==> src/rtl/ring_va_pkg.sv <==
`timescale 1ns/1ps
package ring_va_pkg;
   localparam int LEVELS   = 2;
   localparam int LANES    = LEVELS + 1;
   localparam int INJ_LANE = LEVELS;

   typedef struct packed {
      logic bound;
      logic eject;
      logic vc;
   } lane_bind_t;
endpackage

==> src/rtl/ring_level_select.sv <==
`timescale 1ns/1ps
module ring_level_select
   import ring_va_pkg::*;
#(
   parameter int NODES  = 8,
   parameter int MY_ID  = 0,
   parameter int LANE   = 0,
   parameter int NODE_W = $clog2(NODES)
)(
   input  logic [NODE_W-1:0] dest,
   output logic              eject,
   output logic              vc
);
   localparam logic [NODE_W-1:0] HERE = NODE_W'(MY_ID);
   localparam logic AT_SEAM = (MY_ID == NODES - 1);

   assign eject = (dest == HERE);

   generate
      if (LANE == INJ_LANE) begin : g_inject
         assign vc = 1'b0;
      end else if (LANE == LEVELS - 1) begin : g_top_level
         assign vc = 1'b1;
      end else begin : g_base_level
         // crossing the seam lifts the packet one level
         assign vc = AT_SEAM;
      end
   endgenerate
endmodule

==> src/rtl/vc_binder.sv <==
`timescale 1ns/1ps
module vc_binder
   import ring_va_pkg::*;
(
   input  logic                    clk,
   input  logic                    rst_n,
   input  logic [LANES-1:0]        in_valid,
   input  logic [LANES-1:0]        in_head,
   input  logic [LANES-1:0]        want_eject,
   input  logic [LANES-1:0]        want_vc,
   input  logic [LANES-1:0]        done,
   output lane_bind_t [LANES-1:0]  bind_q
);
   logic [LEVELS-1:0] vc_busy;
   logic [LANES-1:0]  take;

   // lowest lane wins a contested free channel
   always_comb begin
      logic [LEVELS-1:0] claimed;
      claimed = '0;
      take    = '0;
      for (int l = 0; l < LANES; l++) begin
         if (in_valid[l] && in_head[l] && !bind_q[l].bound) begin
            if (want_eject[l]) begin
               take[l] = 1'b1;
            end else if (!vc_busy[want_vc[l]] && !claimed[want_vc[l]]) begin
               take[l]              = 1'b1;
               claimed[want_vc[l]]  = 1'b1;
            end
         end
      end
   end

   always_ff @(posedge clk or negedge rst_n) begin
      if (!rst_n) begin
         bind_q  <= '0;
         vc_busy <= '0;
      end else begin
         for (int l = 0; l < LANES; l++) begin
            if (done[l]) begin
               bind_q[l] <= '0;
               if (!bind_q[l].eject) vc_busy[bind_q[l].vc] <= 1'b0;
            end else if (take[l]) begin
               bind_q[l] <= '{bound: 1'b1, eject: want_eject[l], vc: want_vc[l]};
               if (!want_eject[l]) vc_busy[want_vc[l]] <= 1'b1;
            end
         end
      end
   end

   generate
      for (genvar v = 0; v < LEVELS; v++) begin : g_own
         logic [LANES-1:0] own_v;
         for (genvar l = 0; l < LANES; l++) begin : g_lane
            assign own_v[l] = bind_q[l].bound && !bind_q[l].eject && (bind_q[l].vc == 1'(v));
         end
         assert_single_owner_R7: assert property (@(posedge clk) disable iff (!rst_n)
            $countones(own_v) <= 1);
         assert_busy_tracks_owner_R7: assert property (@(posedge clk) disable iff (!rst_n)
            (own_v != '0) == vc_busy[v]);
      end
   endgenerate
endmodule

==> src/rtl/credit_ctr.sv <==
`timescale 1ns/1ps
module credit_ctr #(
   parameter int DEPTH = 4,
   parameter int CW    = $clog2(DEPTH + 1)
)(
   input  logic clk,
   input  logic rst_n,
   input  logic send,
   input  logic ret,
   output logic avail
);
   logic [CW-1:0] cnt;

   always_ff @(posedge clk or negedge rst_n) begin
      if (!rst_n)            cnt <= CW'(DEPTH);
      else if (send && !ret) cnt <= cnt - 1'b1;
      else if (ret && !send) cnt <= cnt + 1'b1;
   end

   assign avail = (cnt != '0);

   assert_no_overdraw_R6: assert property (@(posedge clk) disable iff (!rst_n)
      send |-> cnt != '0);
   assert_credit_ceiling_R6: assert property (@(posedge clk) disable iff (!rst_n)
      (ret && !send) |-> cnt < CW'(DEPTH));
endmodule

==> src/rtl/rr_pick.sv <==
`timescale 1ns/1ps
module rr_pick #(
   parameter int N  = 3,
   parameter int PW = $clog2(N)
)(
   input  logic         clk,
   input  logic         rst_n,
   input  logic [N-1:0] req,
   output logic [N-1:0] gnt
);
   logic [PW-1:0] ptr, ptr_nxt;

   always_comb begin
      logic          found;
      logic [PW-1:0] idx;
      int            pos;
      gnt     = '0;
      ptr_nxt = ptr;
      found   = 1'b0;
      for (int off = 0; off < N; off++) begin
         pos = (int'(ptr) + off) % N;
         idx = PW'(pos);
         if (!found && req[idx]) begin
            found    = 1'b1;
            gnt[idx] = 1'b1;
            ptr_nxt  = (pos + 1 == N) ? '0 : PW'(pos + 1);
         end
      end
   end

   always_ff @(posedge clk or negedge rst_n) begin
      if (!rst_n) ptr <= '0;
      else        ptr <= ptr_nxt;
   end

   assert_onehot_grant_R9: assert property (@(posedge clk) disable iff (!rst_n)
      $onehot0(gnt));
   assert_grant_requested_R9: assert property (@(posedge clk) disable iff (!rst_n)
      (gnt & ~req) == '0);
   assert_work_conserving_R9: assert property (@(posedge clk) disable iff (!rst_n)
      (req != '0) |-> (gnt != '0));
endmodule

==> src/rtl/ring_vc_switch_alloc.sv <==
`timescale 1ns/1ps
module ring_vc_switch_alloc
   import ring_va_pkg::*;
#(
   parameter int NODES      = 8,
   parameter int MY_ID      = 0,
   parameter int DATA_W     = 16,
   parameter int CRED_DEPTH = 4,
   parameter int NODE_W     = $clog2(NODES),
   parameter int LANE_W     = $clog2(LANES)
)(
   input  logic                      clk,
   input  logic                      rst_n,
   input  logic [LANES-1:0]          in_valid,
   input  logic [LANES-1:0]          in_head,
   input  logic [LANES-1:0]          in_tail,
   input  logic [LANES*NODE_W-1:0]   in_dest,
   input  logic [LANES*DATA_W-1:0]   in_data,
   output logic [LANES-1:0]          in_ready,
   input  logic [LEVELS-1:0]         credit_ret,
   output logic                      out_valid,
   output logic                      out_vc,
   output logic                      out_head,
   output logic                      out_tail,
   output logic [NODE_W-1:0]         out_dest,
   output logic [DATA_W-1:0]         out_data,
   output logic                      ej_valid,
   output logic [LANE_W-1:0]         ej_lane,
   output logic                      ej_tail,
   output logic [DATA_W-1:0]         ej_data
);
   generate
      if (NODES < 2)                     begin : g_bad_nodes $error("NODES must be at least 2"); end
      if (MY_ID < 0 || MY_ID >= NODES)   begin : g_bad_id    $error("MY_ID out of range");     end
      if (DATA_W < 1)                    begin : g_bad_data  $error("DATA_W must be positive"); end
      if (CRED_DEPTH < 1)                begin : g_bad_depth $error("CRED_DEPTH must be positive"); end
   endgenerate

   localparam logic [NODE_W-1:0] HERE = NODE_W'(MY_ID);

   logic [LANES-1:0]       want_eject, want_vc, done;
   logic [LANES-1:0]       sw_req, sw_gnt, ej_req, ej_gnt;
   logic [LEVELS-1:0]      vc_avail, vc_send;
   logic [LANE_W-1:0]      sw_sel, ej_sel;
   lane_bind_t [LANES-1:0] bind_q;

   generate
      for (genvar l = 0; l < LANES; l++) begin : g_lane
         ring_level_select #(.NODES(NODES), .MY_ID(MY_ID), .LANE(l), .NODE_W(NODE_W)) u_lvl (
            .dest  (in_dest[l*NODE_W +: NODE_W]),
            .eject (want_eject[l]),
            .vc    (want_vc[l])
         );
         assign sw_req[l] = in_valid[l] && bind_q[l].bound && !bind_q[l].eject && vc_avail[bind_q[l].vc];
         assign ej_req[l] = in_valid[l] && bind_q[l].bound && bind_q[l].eject;
      end
      for (genvar v = 0; v < LEVELS; v++) begin : g_credit
         credit_ctr #(.DEPTH(CRED_DEPTH)) u_cred (
            .clk   (clk),
            .rst_n (rst_n),
            .send  (vc_send[v]),
            .ret   (credit_ret[v]),
            .avail (vc_avail[v])
         );
      end
   endgenerate

   vc_binder u_bind (
      .clk        (clk),
      .rst_n      (rst_n),
      .in_valid   (in_valid),
      .in_head    (in_head),
      .want_eject (want_eject),
      .want_vc    (want_vc),
      .done       (done),
      .bind_q     (bind_q)
   );

   rr_pick #(.N(LANES)) u_rr (
      .clk   (clk),
      .rst_n (rst_n),
      .req   (sw_req),
      .gnt   (sw_gnt)
   );

   always_comb begin
      logic hit;
      hit    = 1'b0;
      ej_gnt = '0;
      ej_sel = '0;
      sw_sel = '0;
      vc_send = '0;
      for (int l = 0; l < LANES; l++) begin
         if (ej_req[l] && !hit) begin
            hit       = 1'b1;
            ej_gnt[l] = 1'b1;
            ej_sel    = LANE_W'(l);
         end
         if (sw_gnt[l]) begin
            sw_sel               = LANE_W'(l);
            vc_send[bind_q[l].vc] = 1'b1;
         end
      end
   end

   assign in_ready = sw_gnt | ej_gnt;
   assign done     = in_ready & in_tail;

   always_ff @(posedge clk or negedge rst_n) begin
      if (!rst_n) begin
         out_valid <= 1'b0;
         out_vc    <= 1'b0;
         out_head  <= 1'b0;
         out_tail  <= 1'b0;
         out_dest  <= '0;
         out_data  <= '0;
         ej_valid  <= 1'b0;
         ej_lane   <= '0;
         ej_tail   <= 1'b0;
         ej_data   <= '0;
      end else begin
         out_valid <= |sw_gnt;
         if (|sw_gnt) begin
            out_vc   <= bind_q[sw_sel].vc;
            out_head <= in_head[sw_sel];
            out_tail <= in_tail[sw_sel];
            out_dest <= in_dest[sw_sel*NODE_W +: NODE_W];
            out_data <= in_data[sw_sel*DATA_W +: DATA_W];
         end
         ej_valid <= |ej_gnt;
         if (|ej_gnt) begin
            ej_lane <= ej_sel;
            ej_tail <= in_tail[ej_sel];
            ej_data <= in_data[ej_sel*DATA_W +: DATA_W];
         end
      end
   end

   // packet framing seen on the ring output, per virtual channel
   logic [LEVELS-1:0] open_q;
   always_ff @(posedge clk or negedge rst_n) begin
      if (!rst_n)         open_q <= '0;
      else if (out_valid) open_q[out_vc] <= !out_tail;
   end

   assert_vc_contiguous_R7: assert property (@(posedge clk) disable iff (!rst_n)
      out_valid |-> (out_head == !open_q[out_vc]));
   assert_no_local_on_ring_R5: assert property (@(posedge clk) disable iff (!rst_n)
      (out_valid && out_head) |-> (out_dest != HERE));
   assert_inject_level0_R3: assert property (@(posedge clk) disable iff (!rst_n)
      (in_ready[INJ_LANE] && !bind_q[INJ_LANE].eject) |=> (out_valid && !out_vc));
   assert_one_path_per_lane_R2: assert property (@(posedge clk) disable iff (!rst_n)
      (sw_gnt & ej_gnt) == '0);
endmodule

==> config.mk <==
export PLATFORM = sky130hd
export DESIGN_NAME = ring_vc_switch_alloc
export DESIGN_NICKNAME = d
export VERILOG_FILES = /design/src/rtl/ring_va_pkg.sv /design/src/rtl/ring_level_select.sv /design/src/rtl/vc_binder.sv /design/src/rtl/credit_ctr.sv /design/src/rtl/rr_pick.sv /design/src/rtl/ring_vc_switch_alloc.sv
export SDC_FILE = /design/constraint.sdc
export NUM_CORES = 1
export LEC_CHECK = 0
export ABC_CLOCK_PERIOD_IN_PS = 6300
export BUFFER_PORTS_ARGS = -buffer_cell sky130_fd_sc_hd__buf_2
export CAP_MARGIN = 10
export CORE_MARGIN = 8
export CORE_UTILIZATION = 50
export DETAILED_ROUTE_END_ITERATION = 7
export PLACE_DENSITY = 0.83
export SLEW_MARGIN = 20
export SYNTH_ARGS = -nofsm -noshare
export SYNTH_HDL_FRONTEND = slang
export SYNTH_SLANG_ARGS = --single-unit
==> constraint.sdc <==
create_clock -name clk -period 6.3 [get_ports clk]
set_input_delay 1.575 -clock clk [delete_from_list [all_inputs] [get_ports clk]]
set_output_delay 1.575 -clock clk [all_outputs]
set_load 0.05 [all_outputs]
[After elaboration in Yosys (flattened, before gate mapping)]
Cells that the tools add are included.
Word-level totals
  register bits: 62
  bits in latches: 0
  memory bits (writable): 0
  ROM bits: 0
  input bits: 70
  output and inout bits: 46
  word-level logic and storage cells: 223
  memories: 0
Operators by class
  $add $sub $neg: 9
  multipliers: 1
  div/mod/pow operators: 3
  $lt $le $gt $ge: 14
  equal/unequal tests: 3
  shift-type cells: 3
  muxes and demuxes: 90
  bitwise logic cells: 12
  reduce and logical (&&, ||, !) cells: 65
Operators by type and width (count)
  32-bit by 2-bit adder with 32-bit output (second input constant): 3
  32-bit by 3-bit equality test with 1-bit output (second input constant): 3
  48-bit by 7-bit indexed part select with 16-bit output: 2
  32-bit by 3-bit modulo with 32-bit output (second input constant): 2
  1-bit two-way mux: 43
  2-bit two-way mux: 21
  3-bit two-way mux: 13
  1-bit logical AND: 34
  3-bit by 3-bit modulo with 32-bit output (second input constant): 1
  1-bit zero test: 18
  2-bit by 3-bit less-than comparator with 1-bit output (second input constant): 5
  1-bit binary-select mux with 2-bit select: 6
  2-bit nonzero test: 5
  3-bit zero test: 3
  3-bit bitwise OR: 3
  3-bit nonzero test: 3
  9-bit by 5-bit indexed part select with 3-bit output: 1
  3-bit by 1-bit adder with 3-bit output (second input constant): 2
  2-bit AND: 3
  3-bit binary-select mux with 2-bit select: 1
  1-bit demux with 2-bit select: 3
  2-bit by 1-bit greater-or-equal comparator with 1-bit output (second input constant): 3
  1-bit by 2-bit less-than comparator with 1-bit output (second input constant): 3
  2-bit inverter: 3
  other kinds (9): 16

[Logic depth before layout (Yosys ltp)]
Gate-level depths: netlist of run 1.
  word-level depth: 22
  depth in mapped cells: 15
  depth with buffers taken out: 14

[Modules after synthesis]
From an unflattened synthesis of run 1, not the netlist that was laid out.
Unflattened totals
  cells, all modules: 425
  area total of the unflattened synthesis: 4062.6 sq um
By module, submodules not included
  ring_vc_switch_alloc: times used 1, cells each 270, area an instance 2580.0 sq um, sequential area each 1076.0 sq um
  vc_binder: times used 1, cells each 77, area an instance 724.4 sq um, sequential area each 275.3 sq um
  rr_pick: times used 1, cells each 45, area an instance 374.1 sq um, sequential area each 50.0 sq um
  credit_ctr: times used 2, cells each 12, area an instance 160.2 sq um, sequential area each 76.3 sq um
  ring_level_select: times used 3, cells each 3, area an instance 21.3 sq um, sequential area each 0.0 sq um

[Worst setup path after synthesis of run 1]
OpenSTA, ideal clock, no wires.
  path type: input to output
  start: input port in_valid[1]
  end: output port in_ready[2]
  arrival time: 3348 ps
  required time: 4725 ps
  path slack: 1377 ps
  cell stages on the path: 6
  buffers on the path: 0
  path through: nand3b_1 -> or3_1 -> a41oi_1 -> nor2_1 -> a21oi_1 -> o21ai_0
On the way
  longest elaborated chain between the ends: 13
  elaborated cells on any way between the ends: 27
RTL lines
  start: declaration: line ring_vc_switch_alloc.sv:14  | input logic [LANES-1:0] in_valid,
  1-bit logical AND (*): line ring_vc_switch_alloc.sv:54, ring_vc_switch_alloc.sv:55
  1-bit logical AND (2 in a row): line ring_vc_switch_alloc.sv:54  | assign sw_req[l] = in_valid[l] && bind_q[l].bound && !bind_q[l].eject && vc_avail[bind_q[l].vc];
  1-bit binary-select mux with 2-bit select: line rr_pick.sv:23  | if (!found && req[idx]) begin
  1-bit two-way mux (implied by the code): line rr_pick.sv:23
  1-bit two-way mux: line rr_pick.sv:23
  1-bit zero test: line rr_pick.sv:23
  1-bit logical AND: line rr_pick.sv:23
  1-bit two-way mux: line rr_pick.sv:23
  1-bit zero test: line rr_pick.sv:23
  1-bit logical AND: line rr_pick.sv:23
  3-bit two-way mux: line rr_pick.sv:23
  3-bit bitwise OR (*): line ring_vc_switch_alloc.sv:106  | assign in_ready = sw_gnt | ej_gnt;
  end: declaration: line ring_vc_switch_alloc.sv:19  | output logic [LANES-1:0] in_ready,
Mark *: on every way between the ends. The rest lies on a longest branch, timed or not. The select of a mux whose other input is x is not followed.

[Final worst setup path of run 1]
  start: input port in_valid[0]
  end: output port in_ready[2]
Same word-level chain as after synthesis.

==> results by group, run 1 <==
Global routing
  • Largest net degree at the start of global routing: 60
  • Total global routing overflow: 0
  • Gr usage total: 22.9%
  • Initial antenna violation count: 0
  • First-pass GRT wire length: 18,300 um
  • Vias in the first global route: 3,746

STA
  • Setup ws final: 0.998 ns
  • Clk_skew: 0.0101 ns
  • Final Hold Vio Count: 0
  • Fin crit share: 84.2%
  • Fin Setup TNS: 0 ns
  • Final setup violation count: 0
  • Crit path time final: 5.30 ns
  • Worst slew margin: 28.7%
  • Tightest Pin Transition: 1.07 ns
  • Fmax: 189 MHz
  • Slew Limit Fails: 0
  • RSZ-0062 raised after global routing: false

Synth
  • Post-synth top area share: 39.9%
  • Main synth FF type: dfrtp_1
  • Syn_nets: 475
  • EDFF count, synth: 0
  • Post-Syn Area: 3580 um2
  • FFs w/ async S/R, synth: 100%
  • Yosys cell types: 59
  • Number of register bits inferred by synthesis: 59
  • Cell type contributing the most total cell area after synthesis: dfrtp_1
  • Top cells by area, synth: dfrtp_1 40%, nand2_1 7.1%, mux2i_1 6.4%
  • Syn. warnings: 0
  • Post-Syn Instances: 397
  • Seq/Total Area, Yosys: 41.3%
  • Syn Area/Cell: 9.01 um2

Pwr
  • Pleak: 2.27 nW
  • Comb power frac: 61.2%
  • Internal: 1.39 mW
  • Sw Share: 52.1%
  • Reg power frac: 25.1%
  • Clock power share: 13.7%
  • Switching power: 1.52 mW
  • P per Cell Area: 655 nW/um2
  • Worst vdd ir: 0.366 mV

CTS
  • Postcts setup bufs: 0
  • Clk root buf: clkbuf_8
  • H-tree depth: 3
  • # clock sinks: 59
  • CTS tree: built
  • Worst-skew pair later-pin latency: 0.34 ns
  • Hold Buf Count CTS: 0
  • PostCTS Resize Cnt: 0
  • Clock buffer depth: 2
  • Cts bufs inserted: 9
  • Clock-pin slew on the worst setup and hold paths: 0.06 ns

Hold path
  • Worst Hold Class: reg2reg
  • Hold path startpoint: g_credit[1].u_cred.cnt[0]$_DFFE_PN0P_

Drt
  • Post-Route WL: 11,200 um
  • Initial DRC count: 163
  • Via count: 3,501
  • Via density: 5.72
  • First-pass iteration count of the detailed router: 4
  • Remaining DRCs: 0
  • Routed Antenna Nets: 0
  • DR WL/cell: 18.3 um

Floorplan
  • Die X: 101 um
  • IO Pins: 116
  • Starting density of the core: 50.4%
  • Die Area: 10,100 um2
  • Std cell rows: 31
  • Die Ht: 101 um
  • Core area: 7100 um2

Setup path
  • Reg2reg end: out_data[0]$_DFFE_PN0P_
  • Crit Path Class: in2out
  • Crit start category: input pin
  • Critical Path End: in_ready[2]
  • Critical path fanouts, max: 6
  • Worst reg2reg path depth: 9
  • CP arrival: 3.73 ns
  • CP Capture Type: output port
  • Worst reg-to-reg setup slack: 2.87 ns
  • Worst r2r src: u_rr.ptr[0]$_DFFE_PN0P_
  • Crit. Startpoint: in_valid[0]
  • CP required: 4.72 ns

Flow run
  • Max Cap Viol: 0

Layout
  • Share of cells above drive strength 1: 28.8%
  • Synth-to-Final Area Change: 24.0%
  • Most common cell after layout, fill and taps aside: buf_2
  • Fillers: 626
  • Layout net count: 586
  • Most frequent cells in the layout: 115 x buf_2, 68 x nand2_1, 57 x dfrtp_1, 37 x inv_1, 23 x mux2i_1
  • Diodes inserted: 0

Placement
  • Post-Place Setup Slack: 1.09 ns
  • Dpl hpwl: 8170 um
  • Port Buffers: 115
  • Global placer's final weighted congestion: 0.870

Status
  • Run status: finished clean
==> cell families (layout without fill, tap and decap cells) <==
family	after synthesis	in the layout	synth area share [%]
AND/OR/NAND/NOR	140	140	19.0
AO/OA/AOI/OAI	103	103	21.3
flip-flops	59	59	41.3
buffers and inverters	56	172	6.61
multiplexers	24	24	6.75
adder cells (fa/ha/maj)	9	9	3.50
XOR/XNOR	6	6	1.47
==> sequential cells by signal, summed over array words and instances, names as in the netlist <==
register,flops
out_data,16
ej_valid,1
ej_lane,2
u_bind.bind_q,6
out_valid,1
ej_data,16
ej_tail,1
out_tail,1
out_dest,3
u_bind.vc_busy,2
out_head,1
u_rr.ptr,2
g_credit.u_cred.cnt,6
out_vc,1
==> per-stage QoR <==
step / power, mW / std cells / area (um2) / util, % / hold slack (ns)
floorplan: 2.09 / 397 / 3580 / - / 0.469
global placement: 2.45 / 596 / 4210 / 59.3 / 0.490
detailed placement: 2.50 / 596 / 4210 / 59.3 / 0.492
CTS: 2.91 / 612 / 4440 / 62.5 / 0.506
global route: 3.09 / 612 / 4440 / 62.5 / 0.544
finish: 2.91 / 612 / 4440 / 62.5 / 0.504
==> cell type report <==
| type | instances | area (um2) | share of cell area [%] |
|---|---|---|---|
| multi-input combinational | 282 | 1860 | 42.0 |
| sequential | 59 | 1480 | 33.3 |
| timing repair buffer | 119 | 606 | 13.6 |
| clock buffer | 12 | 155 | 3.50 |
| inverter | 37 | 139 | 3.13 |
| tap | 99 | 124 | 2.79 |
| clock inverter | 4 | 72.6 | 1.64 |
==> power by group through the flow <==
stage	logic [mW]	clock network [mW]	registers [mW]
finish	1.78	0.397	0.731
global route	1.91	0.419	0.756
CTS	1.78	0.401	0.726
detailed placement	1.78	0	0.728
global placement	1.73	0	0.721
floorplan	0.922	0	1.17
==> critical path: stages <==
cell	delay, ns
buf_2	0.12
nor4bb_1	0.27
o21ai_0	0.17
a221oi_1	0.32
nor2_1	0.19
a21oi_1	0.43
o21ai_0	0.33
buf_2	0.31
==> synth_stat cells, drive strengths merged, types with 2 or more instances <==
master	n
nand2	68
dfrtp	57
inv	37
mux2i	23
o221ai	22
a211oi	17
a31oi	17
and2	17
nor2	16
a21oi	12
clkbuf	11
o21ai	11
nand3	9
buf	8
ha	6
nor3	6
nand2b	4
or3	4
xor2	4
and3	3
or2	3
a21boi	2
a21o	2
a221oi	2
a32oi	2
a41oi	2
dfstp	2
fa	2
o211ai	2
o21a	2
o2bb2ai	2
or4	2
xnor2	2
==> how the worst min path moves through the flow <==
stage | end | slack (ns) | depth (start not counted)
final | g_credit[1].u_cred.cnt[0]$_DFFE_PN0P_ | 0.50 | 1
after CTS | ej_lane[1]$_DFFE_PN0P_ | 0.51 | 2
after floorplan | g_credit[1].u_cred.cnt[0]$_DFFE_PN0P_ | 0.47 | 1
after detailed placement | ej_lane[1]$_DFFE_PN0P_ | 0.49 | 2
after global routing | g_credit[1].u_cred.cnt[2]$_DFFE_PN1P_ | 0.54 | 1
after global placement | g_credit[1].u_cred.cnt[0]$_DFFE_PN0P_ | 0.49 | 1
==> routing by layer <==
metal | track usage [%] | vias up | wire length [um]
met1 | 26.1 | 1706 | 4620
li1 | - | 1649 | -
met3 | 8.29 | 23 | 879
met4 | 9.07 | 0 | 233
met2 | 38.0 | 123 | 5440
met5 | 0 | - | 0
No activity file was read; power rests on OpenSTA's default activity.
==> run 2: changes to the inputs <==
ABC_CLOCK_PERIOD_IN_PS = 4300   (was 6300)
CORE_UTILIZATION = 46   (was 50)
PLACE_DENSITY = 0.8   (was 0.83)
clock period = 4.3 ns   (was 6.3 ns; I/O delays follow)
==> run 2 against run 1 <==
  * Global-route usage decreased by 1.3 points
  * Sequential share of layout area is 0.14 points higher
  * Largest cell class unchanged
  * Critical path depth unchanged
  * Utilization is 4.7 points lower
  * Critical endpoint is now in_ready[1]
  * First-iteration DRC count up 35%
  * Highest routed layer is now met5
==> results by group, run 2 (synthesized netlist as in run 1, its figures left out) <==
CTS
  • Clock buffer depth: 2 (unchanged)
  • # clock sinks: 59 (unchanged)
  • Clock-pin slew on the worst setup and hold paths: 0.06 ns (about the same)
  • Postcts setup bufs: 0 (unchanged)
  • Worst-skew pair later-pin latency: 0.34 ns (about the same)
  • H-tree depth: 3 (unchanged)
  • CTS tree: built
  • Hold Buf Count CTS: 0 (unchanged)
  • Cts bufs inserted: 9 (unchanged)
  • Clk root buf: clkbuf_8
  • PostCTS Resize Cnt: 0 (unchanged)

STA
  • Crit path time final: 4.07 ns
  • Final setup violation count: 0 (unchanged)
  • Fin crit share: 94.8%
  • Fmax: 245 MHz
  • Fin Setup TNS: 0 ns (unchanged)
  • Final Hold Vio Count: 0 (unchanged)
  • Worst slew margin: 43.3% (+15 points)
  • Tightest Pin Transition: 0.850 ns (-0.219 ns)
  • Clk_skew: 0.00880 ns (-0.00132 ns)
  • Setup ws final: 0.225 ns (-0.773 ns)
  • Slew Limit Fails: 0 (unchanged)
  • RSZ-0062 raised after global routing: false

Placement
  • Dpl hpwl: 8640 um (+5.8%)
  • Port Buffers: 115 (unchanged)
  • Post-Place Setup Slack: 0.254 ns (-0.837 ns)
  • Global placer's final weighted congestion: 0.949 (+9.1%)

Pwr
  • Switching power: 2.25 mW (+49%)
  • Clock power share: 10.5% (-3.2 points)
  • Reg power frac: 25.6% (+0.5 points)
  • Pleak: 2.27 nW (about the same)
  • Sw Share: 53.9% (+1.8 points)
  • P per Cell Area: 946 nW/um2 (+44%)
  • Internal: 1.93 mW (+38%)
  • Worst vdd ir: 0.549 mV (+50%)
  • Comb power frac: 63.9% (+2.7 points)

Global routing
  • Initial antenna violation count: 1 (+1)
  • First-pass GRT wire length: 19,200 um (+4.8%)
  • Largest net degree at the start of global routing: 36 (-40%)
  • Vias in the first global route: 3,879 (+3.6%)
  • Total global routing overflow: 0 (unchanged)
  • Gr usage total: 21.6% (-1.3 points)

Layout
  • Final design utilization: 57.8% (-4.7 points)
  • Most frequent cells in the layout: 115 x buf_2, 68 x nand2_1, 57 x dfrtp_1, 37 x inv_1, 23 x mux2i_1
  • Most common cell after layout, fill and taps aside: buf_2
  • Layout net count: 592 (+1.0%)
  • Share of cells above drive strength 1: 29.3% (+0.49 points)
  • Biggest regs: ej_data: 16 flops, out_data: 16 flops
  • Diodes inserted: 0 (unchanged)
  • Synth-to-Final Area Change: 23.5%

Setup path
  • Worst reg-to-reg setup slack: 0.87 ns (-2.00 ns)
  • CP arrival: 3.00 ns (-0.73 ns)
  • Crit Path Class: in2out
  • Critical path fanouts, max: 8 (+2)
  • Worst r2r src: g_credit[1].u_cred.cnt[1]$_DFFE_PN0P_
  • CP Capture Type: output port
  • Crit. Startpoint: in_valid[2]
  • Crit start category: input pin
  • CP required: 3.22 ns (-1.50 ns)

Floorplan
  • Core area: 7650 um2 (+7.7%)
  • Die Area: 10,900 um2 (+7.3%)
  • Starting density of the core: 46.8% (-3.6 points)
  • Std cell rows: 32 (+3.2%)
  • Die Ht: 104 um (+3.6%)
  • Die X: 104 um (+3.6%)
  • IO Pins: 116 (unchanged)

Drt
  • Remaining DRCs: 0 (unchanged)
  • Post-Route WL: 11,800 um (+6.0%)
  • Via density: 5.87 (+2.6%)
  • Routed Antenna Nets: 0 (unchanged)
  • Initial DRC count: 220 (+35%)
  • DR WL/cell: 19.1 um (+4.7%)
  • Via count: 3,640 (+4.0%)
  • First-pass iteration count of the detailed router: 5 (+1)

Hold path
  • Worst Hold Class: reg2reg
  • Hold path startpoint: ej_lane[1]$_DFFE_PN0P_

Status
  • Run status: finished clean

Flow run
  • Max Cap Viol: 0 (unchanged)
## run 2: cell count changes in the layout (fill, tap and decap cells not counted), sizes merged
| cell | previous run | this run |
|---|---|---|
| buf | 119 | 125 |
| bufinv | 2 | 0 |
| clkinv | 1 | 3 |
| clkinvlp | 1 | 0 |
## run 2: critical path: stages
cell and delay (ns):
buf_2 0.13, and3b_1 0.21, or4_1 0.52, o2bb2ai_1 0.23, o21ai_0 0.16, o21a_1 0.21, nand2_1 0.17, buf_2 0.29
## run 2: layer usage
layer	vias up	share of wire (%)	GRT usage (%)	routed length, um
met5	-	0.10	0	12
met4	2	2.4	9.72	280
met3	27	7.4	6.01	873
met2	186	49	35.8	5790
met1	1765	41	25.3	4890
li1	1660	-	-	-
## run 2: layout make-up
cell class | count | area, um2
timing repair buffer | 125 | 651
inverter | 37 | 139
clock inverter | 3 | 15.0
fill | 658 | 3230
sequential | 59 | 1480
tap | 102 | 128
multi-input combinational | 282 | 1860
clock buffer | 12 | 145
## run 2: power by group through the flow
| stage | combinational (mW) | sequential, mW | clock [mW] |
|---|---|---|---|
| 2_1_floorplan | 1.35 | 1.72 | 0 |
| 3_3_place_gp | 2.59 | 1.06 | 0 |
| 3_5_place_dp | 2.66 | 1.07 | 0 |
| 4_1_cts | 2.67 | 1.06 | 0.441 |
| 5_1_grt | 2.86 | 1.10 | 0.464 |
| 6_report | 2.67 | 1.07 | 0.439 |
## run 2: worst paths after layout
kind	endpoint	cells past startpoint
max reg2reg	g_credit[0].u_cred.cnt[2]$_DFFE_PN1P_	12
max	in_ready[1]	8
min in group asynchronous	ej_data[2]$_DFFE_PN0P_	1
min	ej_lane[1]$_DFFE_PN0P_	2
min reg2reg	ej_lane[1]$_DFFE_PN0P_	2
max in group asynchronous	g_credit[0].u_cred.cnt[2]$_DFFE_PN1P_	2
## run 2: per-stage QoR
step	hold WS (ns)	power, mW	area [um2]	std cells
after floorplan	0.469	3.07	3580	397
after global placement	0.485	3.65	4260	605
after detailed placement	0.491	3.73	4260	605
after CTS	0.510	4.17	4420	620
after global routing	0.531	4.43	4420	620
final	0.511	4.18	4420	620
